**src/rtl/nwb_pkg.sv**
```systemverilog
package nwb_pkg;

    localparam int unsigned PAGE_W   = 8;
    localparam logic [7:0]  CFG_CMD  = 8'h04;
    localparam logic [7:0]  CFG_BASE = 8'h10;
    localparam logic [7:0]  WIN_MODE = 8'h04;
    localparam logic [7:0]  WIN_STAT = 8'h05;
    localparam logic [7:0]  WIN_ISR  = 8'h06;
    localparam logic [7:0]  WIN_IMR  = 8'h07;
    localparam logic [7:0]  STAT_VAL = 8'h14;

    typedef enum logic [1:0] {
        ECC_IDLE  = 2'd0,
        ECC_START = 2'd1,
        ECC_READ  = 2'd2,
        ECC_CLEAR = 2'd3
    } ecc_act_e;

    typedef struct packed {
        logic [7:0] mode;
        logic [7:0] isr;
        logic [7:0] imr;
        logic [7:0] dout;
        logic       we;
        logic       re;
        logic       ecc_clr;
        logic       ecc_en;
    } port_st_t;

endpackage

```
**src/rtl/nwb_decode.sv**
```systemverilog
module nwb_decode #(
    parameter int unsigned ADDR_W = 32,
    localparam int unsigned UP_W  = ADDR_W - nwb_pkg::PAGE_W
) (
    input  logic              sel,
    input  logic [ADDR_W-1:0] addr,
    input  logic              win_en,
    input  logic [UP_W-1:0]   win_page,
    output logic              sys_hit,
    output logic              cfg_hit,
    output logic              win_hit,
    output logic [7:0]        offset
);
    logic [UP_W-1:0] page;

    always_comb begin
        page    = addr[ADDR_W-1:nwb_pkg::PAGE_W];
        offset  = addr[nwb_pkg::PAGE_W-1:0];
        sys_hit = sel && (page == UP_W'(0));
        cfg_hit = sel && (page == UP_W'(1));
        // fixed pages win over the relocatable window
        win_hit = sel && !sys_hit && !cfg_hit && win_en && (page == win_page);
    end
endmodule

```
**src/rtl/nwb_cfg.sv**
```systemverilog
module nwb_cfg #(
    parameter int unsigned ADDR_W = 32,
    localparam int unsigned NBYTE = ADDR_W / 8
) (
    input  logic              clk,
    input  logic              rst_n,
    input  logic              cfg_sel,
    input  logic              wr,
    input  logic [7:0]        off,
    input  logic [7:0]        wdata,
    output logic              win_en,
    output logic [ADDR_W-1:0] win_base,
    output logic [7:0]        rd_data
);
    import nwb_pkg::*;

    typedef struct packed {
        logic              en;
        logic [ADDR_W-1:0] base;
    } cfg_st_t;

    cfg_st_t st_d, st_q;

    always_comb begin
        st_d    = st_q;
        rd_data = 8'h00;
        if (cfg_sel && wr && off == CFG_CMD) begin
            st_d.en = wdata[1];
        end
        if (off == CFG_CMD) begin
            rd_data = {6'b0, st_q.en, 1'b0};
        end
        for (int i = 0; i < NBYTE; i++) begin
            if (off == CFG_BASE + 8'(i)) begin
                rd_data = st_q.base[i*8 +: 8];
                if (cfg_sel && wr) begin
                    st_d.base[i*8 +: 8] = wdata;
                end
            end
        end
    end

    always_ff @(posedge clk) begin
        if (!rst_n) begin
            st_q <= '0;
        end else begin
            st_q <= st_d;
        end
    end

    assign win_en   = st_q.en;
    assign win_base = st_q.base;


    en_write_only_chk: assert property (@(posedge clk) disable iff (!rst_n)
        !$stable(st_q.en) |-> $past(cfg_sel && wr));


    base_write_only_chk: assert property (@(posedge clk) disable iff (!rst_n)
        !$stable(st_q.base) |-> $past(cfg_sel && wr));
endmodule

```
**src/rtl/nwb_flash_port.sv**
```systemverilog
module nwb_flash_port (
    input  logic       clk,
    input  logic       rst_n,
    input  logic       win_sel,
    input  logic       wr,
    input  logic [7:0] off,
    input  logic [7:0] wdata,
    input  logic [7:0] fl_din,
    output logic [7:0] rd_data,
    output logic [7:0] fl_dout,
    output logic       fl_cle,
    output logic       fl_ale,
    output logic       fl_ce_n,
    output logic       fl_wp,
    output logic       fl_re,
    output logic       fl_we,
    output logic       ecc_clear,
    output logic       ecc_enable,
    output logic       ecc_read_phase,
    output logic       irq
);
    import nwb_pkg::*;

    port_st_t st_d, st_q;
    logic     data_off;
    ecc_act_e act_w;

    always_comb begin
        data_off   = (off[7:2] == 6'd0);
        act_w      = ecc_act_e'(wdata[6:5]);
        st_d       = st_q;
        st_d.we    = 1'b0;
        st_d.re    = 1'b0;
        st_d.ecc_clr = 1'b0;
        st_d.ecc_en  = 1'b0;
        if (win_sel && wr) begin
            if (data_off) begin
                st_d.dout   = wdata;
                st_d.we     = 1'b1;
                st_d.isr[0] = 1'b1;
            end else begin
                unique case (off)
                    WIN_MODE: begin
                        st_d.mode = wdata;
                        if (act_w == ECC_CLEAR || act_w == ECC_START) begin
                            st_d.ecc_clr = 1'b1;
                        end
                        st_d.ecc_en = (act_w == ECC_START);
                    end
                    WIN_ISR: st_d.isr = wdata;
                    WIN_IMR: st_d.imr = wdata;
                    default: ;
                endcase
            end
        end else if (win_sel && data_off) begin
            st_d.re = 1'b1;
        end
    end

    always_comb begin
        rd_data = 8'h00;
        if (data_off) begin
            rd_data = fl_din;
        end else begin
            unique case (off)
                WIN_MODE: rd_data = st_q.mode;
                WIN_STAT: rd_data = STAT_VAL;
                WIN_ISR:  rd_data = st_q.isr;
                WIN_IMR:  rd_data = st_q.imr;
                default:  rd_data = 8'h00;
            endcase
        end
    end

    always_ff @(posedge clk) begin
        if (!rst_n) begin
            st_q <= '0;
        end else begin
            st_q <= st_d;
        end
    end

    assign fl_dout        = st_q.dout;
    assign fl_cle         = st_q.mode[0];
    assign fl_ale         = st_q.mode[1];
    assign fl_ce_n        = ~st_q.mode[4];
    assign fl_wp          = st_q.mode[7];
    assign fl_re          = st_q.re;
    assign fl_we          = st_q.we;
    assign ecc_clear      = st_q.ecc_clr;
    assign ecc_enable     = st_q.ecc_en;
    assign ecc_read_phase = (ecc_act_e'(st_q.mode[6:5]) == ECC_READ);
    assign irq            = st_q.imr[7] && |(st_q.imr & st_q.isr);


    irq_gate_chk: assert property (@(posedge clk) disable iff (!rst_n)
        irq |-> st_q.imr[7]);


    ecc_start_clears_chk: assert property (@(posedge clk) disable iff (!rst_n)
        ecc_enable |-> ecc_clear);


    isr_set_src_chk: assert property (@(posedge clk) disable iff (!rst_n)
        $rose(st_q.isr[0]) |-> $past(win_sel && wr));


    mode_write_only_chk: assert property (@(posedge clk) disable iff (!rst_n)
        !$stable(st_q.mode) |-> $past(win_sel && wr && off == WIN_MODE));
endmodule

```
**src/rtl/nand_window_bridge.sv**
```systemverilog
module nand_window_bridge #(
    parameter int unsigned ADDR_W = 32,
    localparam int unsigned UP_W  = ADDR_W - nwb_pkg::PAGE_W
) (
    input  logic              clk,
    input  logic              rst_n,
    input  logic              bus_sel,
    input  logic              bus_wr,
    input  logic [ADDR_W-1:0] bus_addr,
    input  logic [7:0]        bus_wdata,
    output logic [7:0]        bus_rdata,
    input  logic [7:0]        fl_din,
    output logic [7:0]        fl_dout,
    output logic              fl_cle,
    output logic              fl_ale,
    output logic              fl_ce_n,
    output logic              fl_wp,
    output logic              fl_re,
    output logic              fl_we,
    output logic              ecc_clear,
    output logic              ecc_enable,
    output logic              ecc_read_phase,
    output logic              irq
);
    logic              sys_hit, cfg_hit, win_hit;
    logic [7:0]        offset;
    logic              win_en;
    logic [ADDR_W-1:0] win_base;
    logic [7:0]        cfg_rd, win_rd;
    logic [7:0]        rdata_d, rdata_q;

    nwb_decode #(.ADDR_W(ADDR_W)) u_dec (
        .sel      (bus_sel),
        .addr     (bus_addr),
        .win_en   (win_en),
        .win_page (win_base[ADDR_W-1:nwb_pkg::PAGE_W]),
        .sys_hit  (sys_hit),
        .cfg_hit  (cfg_hit),
        .win_hit  (win_hit),
        .offset   (offset)
    );

    nwb_cfg #(.ADDR_W(ADDR_W)) u_cfg (
        .clk      (clk),
        .rst_n    (rst_n),
        .cfg_sel  (cfg_hit),
        .wr       (bus_wr),
        .off      (offset),
        .wdata    (bus_wdata),
        .win_en   (win_en),
        .win_base (win_base),
        .rd_data  (cfg_rd)
    );

    nwb_flash_port u_port (
        .clk            (clk),
        .rst_n          (rst_n),
        .win_sel        (win_hit),
        .wr             (bus_wr),
        .off            (offset),
        .wdata          (bus_wdata),
        .fl_din         (fl_din),
        .rd_data        (win_rd),
        .fl_dout        (fl_dout),
        .fl_cle         (fl_cle),
        .fl_ale         (fl_ale),
        .fl_ce_n        (fl_ce_n),
        .fl_wp          (fl_wp),
        .fl_re          (fl_re),
        .fl_we          (fl_we),
        .ecc_clear      (ecc_clear),
        .ecc_enable     (ecc_enable),
        .ecc_read_phase (ecc_read_phase),
        .irq            (irq)
    );

    always_comb begin
        rdata_d = 8'h00;
        if (!bus_wr) begin
            if (cfg_hit) begin
                rdata_d = cfg_rd;
            end else if (win_hit) begin
                rdata_d = win_rd;
            end
        end
    end

    always_ff @(posedge clk) begin
        if (!rst_n) begin
            rdata_q <= 8'h00;
        end else begin
            rdata_q <= rdata_d;
        end
    end

    assign bus_rdata = rdata_q;


    one_target_chk: assert property (@(posedge clk) disable iff (!rst_n)
        $onehot0({sys_hit, cfg_hit, win_hit}));


    we_from_write_chk: assert property (@(posedge clk) disable iff (!rst_n)
        fl_we |-> $past(bus_sel && bus_wr));


    re_from_read_chk: assert property (@(posedge clk) disable iff (!rst_n)
        fl_re |-> $past(bus_sel && !bus_wr));


    strobe_excl_chk: assert property (@(posedge clk) disable iff (!rst_n)
        !(fl_re && fl_we));
endmodule

```
**config.mk**
```make
export PLATFORM = sky130hd
export DESIGN_NAME = nand_window_bridge
export DESIGN_NICKNAME = d
export VERILOG_FILES = /design/src/rtl/nwb_pkg.sv /design/src/rtl/nwb_decode.sv /design/src/rtl/nwb_cfg.sv /design/src/rtl/nwb_flash_port.sv /design/src/rtl/nand_window_bridge.sv
export SDC_FILE = /design/constraint.sdc
export NUM_CORES = 1
export LEC_CHECK = 0
export BUFFER_PORTS_ARGS = -buffer_cell sky130_fd_sc_hd__buf_2
export CORE_MARGIN = 5
export CORE_UTILIZATION = 50
export DETAILED_ROUTE_END_ITERATION = 10
export PLACE_DENSITY = 0.78
export SKIP_LAST_GASP = 1
export SYNTH_ARGS = -nofsm -noshare
export SYNTH_HDL_FRONTEND = slang
export SYNTH_SLANG_ARGS = --single-unit
```
**constraint.sdc**
```tcl
create_clock -name clk -period 7.8 [get_ports clk]
set_input_delay 1.95 -clock clk [delete_from_list [all_inputs] [get_ports clk]]
set_output_delay 1.95 -clock clk [all_outputs]
set_load 0.005 [all_outputs]
```
-- After elaboration in Yosys (flattened, before gate mapping)
Index checks and enable logic that the tools add are counted.
W data, S select, Z words.
- output and inout bits: 26
- bits in registers: 77
- input bits: 52
- word-level logic and storage cells: 79
- bitwise gates (word level): 6
- mux-type cells: 14
- reduce and logical (&&, ||, !) cells: 31
- equal/unequal tests: 13
- operator list (cell ; count):
    $mux W8 ; 7
    $eq A8 B3 Y1 const B ; 4
    $eq A8 B5 Y1 const B ; 4
    $pmux W8 S4 ; 1
    $eq A24 B1 Y1 const B ; 1
    $eq A24 B24 Y1 ; 1
    $logic_not A24 Y1 ; 1
    $reduce_and A2 Y1 ; 7
    $logic_and A1 B1 Y1 ; 11
    $reduce_and A3 Y1 ; 3
    $and A8 B8 Y8 ; 1
    $reduce_or A8 Y1 ; 1
    $logic_not A6 Y1 ; 1
    $mux W1 ; 5
    $not A1 Y1 ; 5
    $eq A2 B2 Y1 const B ; 2
    $reduce_or A2 Y1 ; 2
    $reduce_or A4 Y1 ; 1
    $eq A2 B1 Y1 const B ; 1
    $logic_not A1 Y1 ; 2
    $mux W2 ; 1
    $reduce_bool A2 Y1 ; 1
    $logic_or A1 B1 Y1 ; 1

-- Depth between registers and ports, before layout
- word-level depth: 10
- mapped depth: 7
- depth with buffers taken out: 5

-- Hierarchy
From an unflattened synthesis, not the netlist that was laid out.
- cell total of the unflattened synthesis: 434
- area, all modules: 4110.2 µm²
- modules (own cells, without submodules) (module ; area each (µm²) ; cells each ; instances ; seq. area each (µm²)):
    nwb_flash_port ; 1776.7 ; 192 ; 1 ; 720.7
    nwb_cfg ; 1590.3 ; 152 ; 1 ; 660.6
    nwb_decode ; 426.7 ; 54 ; 1 ; 0.0
    nand_window_bridge ; 316.6 ; 36 ; 1 ; 160.2

-- Least setup slack after synthesis
No wires, ideal clock.
- path kind: input to register
- start: input bus_addr[7]
- end: register u_cfg.st_q (netlist bit u_cfg.win_base[1])
- data required time: 7.727 ns
- library setup time: 0.073 ns
- arrival time: 3.754 ns
- buffers on the path: 1
- path slack: 3.973 ns
- cell stages on the path: 5
- path through: or4_4 -> or3b_1 -> buf_4 -> nor4_4 -> mux2i_1
- longest elaborated chain between the ends: 2
- RTL lines (element ; RTL line ; text):
    from (decl) ; nand_window_bridge.sv:9 ; input logic [ADDR_W-1:0] bus_addr,
    $eq A8 B5 Y1 ; nwb_cfg.sv:34 ; if (off == CFG_BASE + 8'(i)) begin
    $reduce_and A2 Y1 (no line) ; -- ;
    to (signal assigned) ; nwb_cfg.sv:47 ; st_q <= st_d;
    to (decl) ; nwb_cfg.sv:22 ; cfg_st_t st_d, st_q;
Every way passes these cells.
A chain may end at the register's enable or synchronous reset.

-- Worst setup path in the final report
- start: input bus_addr[29]
- end: register u_cfg.st_q (netlist bit u_cfg.win_base[8])
- longest elaborated chain between the ends: 4
- RTL lines (element ; RTL line ; text):
    $eq A24 B1 Y1 ; nwb_decode.sv:20 ; cfg_hit = sel && (page == UP_W'(1));
    $logic_and A1 B1 Y1 ; nwb_decode.sv:20 ;
    $logic_and A1 B1 Y1 ; nwb_cfg.sv:36 ; if (cfg_sel && wr) begin
    $reduce_and A2 Y1 (no line) ; -- ;
Every way passes these cells.

==> results.tsv <==
metric	value	unit
setup_violations	0	
fin_tns_setup	0	ns
cp.arrival	4.75	ns
die_h	97.8	um
crit_family	simple AND/OR/NAND/NOR gates	
ys_warn_count	0	
syn_area_per_cell	9.64	um2
clkLatencyLatePin	0.36	ns
antenna_found_initial	0	
start_util	50.7	%
critPathBufInv	1	
drt-vias-per-instance	5.76	
rr_worst_depth	5	
regArea	1540	um2
fmax	223	MHz
grt_pass1_vias	3201	
drt_iter0_drc	262	
synth_ff_type	dfxtp_1	
core-area	7610	um2
cts.sinks	77	
hold_end	u_port.fl_dout[3]	
clk_pin_slew_worst_paths	0.09	ns
post-cts-setup-buffer-count	0	
dr.pass1.iters	5	
num_rows	32	
worst_r2r_startpoint	u_cfg.win_base[31]	
hold_viol_final	0	
synth_area_leaders	dfxtp_1 (40%), mux2i_1 (18%), nand2_1 (8.2%)	
hold_buffers	0	
synth_top_cells_by_count	nand2_1 (84), dfxtp_1 (77), mux2i_1 (71), clkbuf_1 (16)	
grt_overflow	0	
multi_input_area	2110	um2
syn_inst	400	
critPathMaxFanout	8	
yosysTopAreaCell	dfxtp_1	
slew_headroom	20.5	%
critPathSlowestCell	nor4b_2	
die_w	97.8	um
syn_area	3860	um2
period_minus_slack	4.48	ns
slowest_delay	1.03	ns
drv_cap	0	
via_count	3259	
ys_seq_area_share	40.0	%
wl_per_cell	18.4	um
netlist-cell-type-count	49	
cts_max_level	3	
slew_viol_final	0	
ys_ff_latch	77	
area_delta_synth_final	14.9	%
root_buffer	clkbuf_8	
fin_skew	0.00762	ns
rsz0062_at_grt	no	
cts_resized	0	
diodes	0	
hold_depth	2	
startpoint	bus_addr[29]	
synth_edf_count	0	
cts_buffer_depth	2	
dp_hpwl	7570	um
io_pins	78	
tightest_slew	1.19	ns
power_leakage	1.59	nW
grt.total_usage	21.8	%
synth.most_common_cell	nand2_1	
fin_crit_sh	57.4	%
cts_buffers	9	
synth_nets	452	
nets	511	
cts_tree	built	
critPathKind	in2reg	
grt_pass1_wl	16500	um
ant_nets	0	
ys_async_sr_fraction	0	%
r2r-end	bus_rdata[2]	
gp_congestion	0.914	
final_util	58.2	%
drive_gt1_share	25.0	%
cp.required	8.07	ns
path_cells	buf_2, nor4_1, nand4_1, or4_1, nor4b_2, mux2i_1	
wirelength	10400	um
status	finished, final reports clean	
critPathLaunchType	input port	
reg2reg_setup_slack	5.23	ns
die_area	9570	um2
hold_class	reg2reg	
synth_top_area_share	40.0	%
grt_max_degree	77	
drc	0	
cellPowerDensity	170	nW/um2
ir_drop	0.0000937	V
min_from	u_port.fl_dout[3]	
cp-end-kind	flop	
fillCellCount	673	
port_buffers	77	
==> routing by layer <==
layer | routed length, um | track usage [%] | vias up | part of all wire [%]
met2 | 4980 | 34.7 | 150 | 48
met4 | 420 | 12.9 | 0 | 4.0
li1 | - | - | 1530 | -
met1 | 4390 | 27.6 | 1547 | 42
met5 | 0 | 0 | - | 0
met3 | 652 | 4.07 | 32 | 6.2
==> cell families after synthesis <==
family                    Yosys count  synth area share [%]
muxes                              78                  22.2
AOI/OAI and AO/OA                  39                  6.98
and+or+nand+nor                   138                  20.0
DFF                                77                  40.0
xor gates and xnor gates           24                  5.45
buffers and inverters              44                  5.42
==> worst reg2reg max path: stages, from the launching register on <==
cell and delay [ns]:
dfxtp_1 0.35, xnor2_1 0.23, nand4_1 0.11, or4_1 0.76, or4b_1 0.74, o22ai_1 0.27
==> sequential cells by signal, summed over array words and instances, names as in the netlist, 8 cells and up <==
name / count
u_cfg.win_base: 32
u_port.st_q: 21
bus_rdata: 8
u_port.fl_dout: 8
==> power breakdown <==
group	internal [mW]	leakage, nW	switching [mW]	total, mW
clock network	0.149	0.0918	0.158	0.307
registers	0.393	0.620	0.0000000000133	0.393
logic	0.0190	0.877	0.0339	0.0529
total	0.560	1.59	0.192	0.752
==> how the worst max path moves through the flow <==
stage / to / slack, ns / depth (start not counted)
after floorplan: u_cfg.win_base[1] / 3.97 / 5
after global placement: u_cfg.win_base[9] / 3.15 / 6
after detailed placement: u_cfg.win_base[8] / 3.03 / 6
after CTS: u_cfg.win_base[8] / 3.39 / 6
after global routing: u_cfg.win_base[8] / 3.20 / 6
final: u_cfg.win_base[8] / 3.32 / 6
==> final cells by class <==
cell class,instances,share of cell area [%]
Tap cell,102,2.88
Timing Repair Buffer,79,9.04
Inverter,13,1.10
Sequential cell,77,34.8
Clock buffer,9,2.80
Multi-Input combinational cell,279,47.7
Clock inverter,7,1.69
==> stage by stage <==
step                      worst slack (ns)  total power, mW  instance area (um2)  cells  hold WS (ns)
after floorplan                       3.97            0.429                 3860    400         0.432
after global placement                3.15            0.454                 4230    550         0.439
after detailed placement              3.03            0.454                 4230    550         0.445
after CTS                             3.39            0.753                 4430    566         0.462
after global routing                  3.20            0.773                 4430    566         0.488
final                                 3.32            0.752                 4430    566         0.462
==> cells in the final DEF, fill, tap and decap left out, types with 7 or more instances in the layout <==
cell type / instances
a22oi_1: 7
xnor2_1: 13
nand2_1: 84
o22ai_1: 9
clkbuf_8: 9
buf_2: 77
dfxtp_1: 77
mux2i_1: 71
xor2_1: 11
inv_1: 13
No activity file was read; power rests on OpenSTA's default activity.
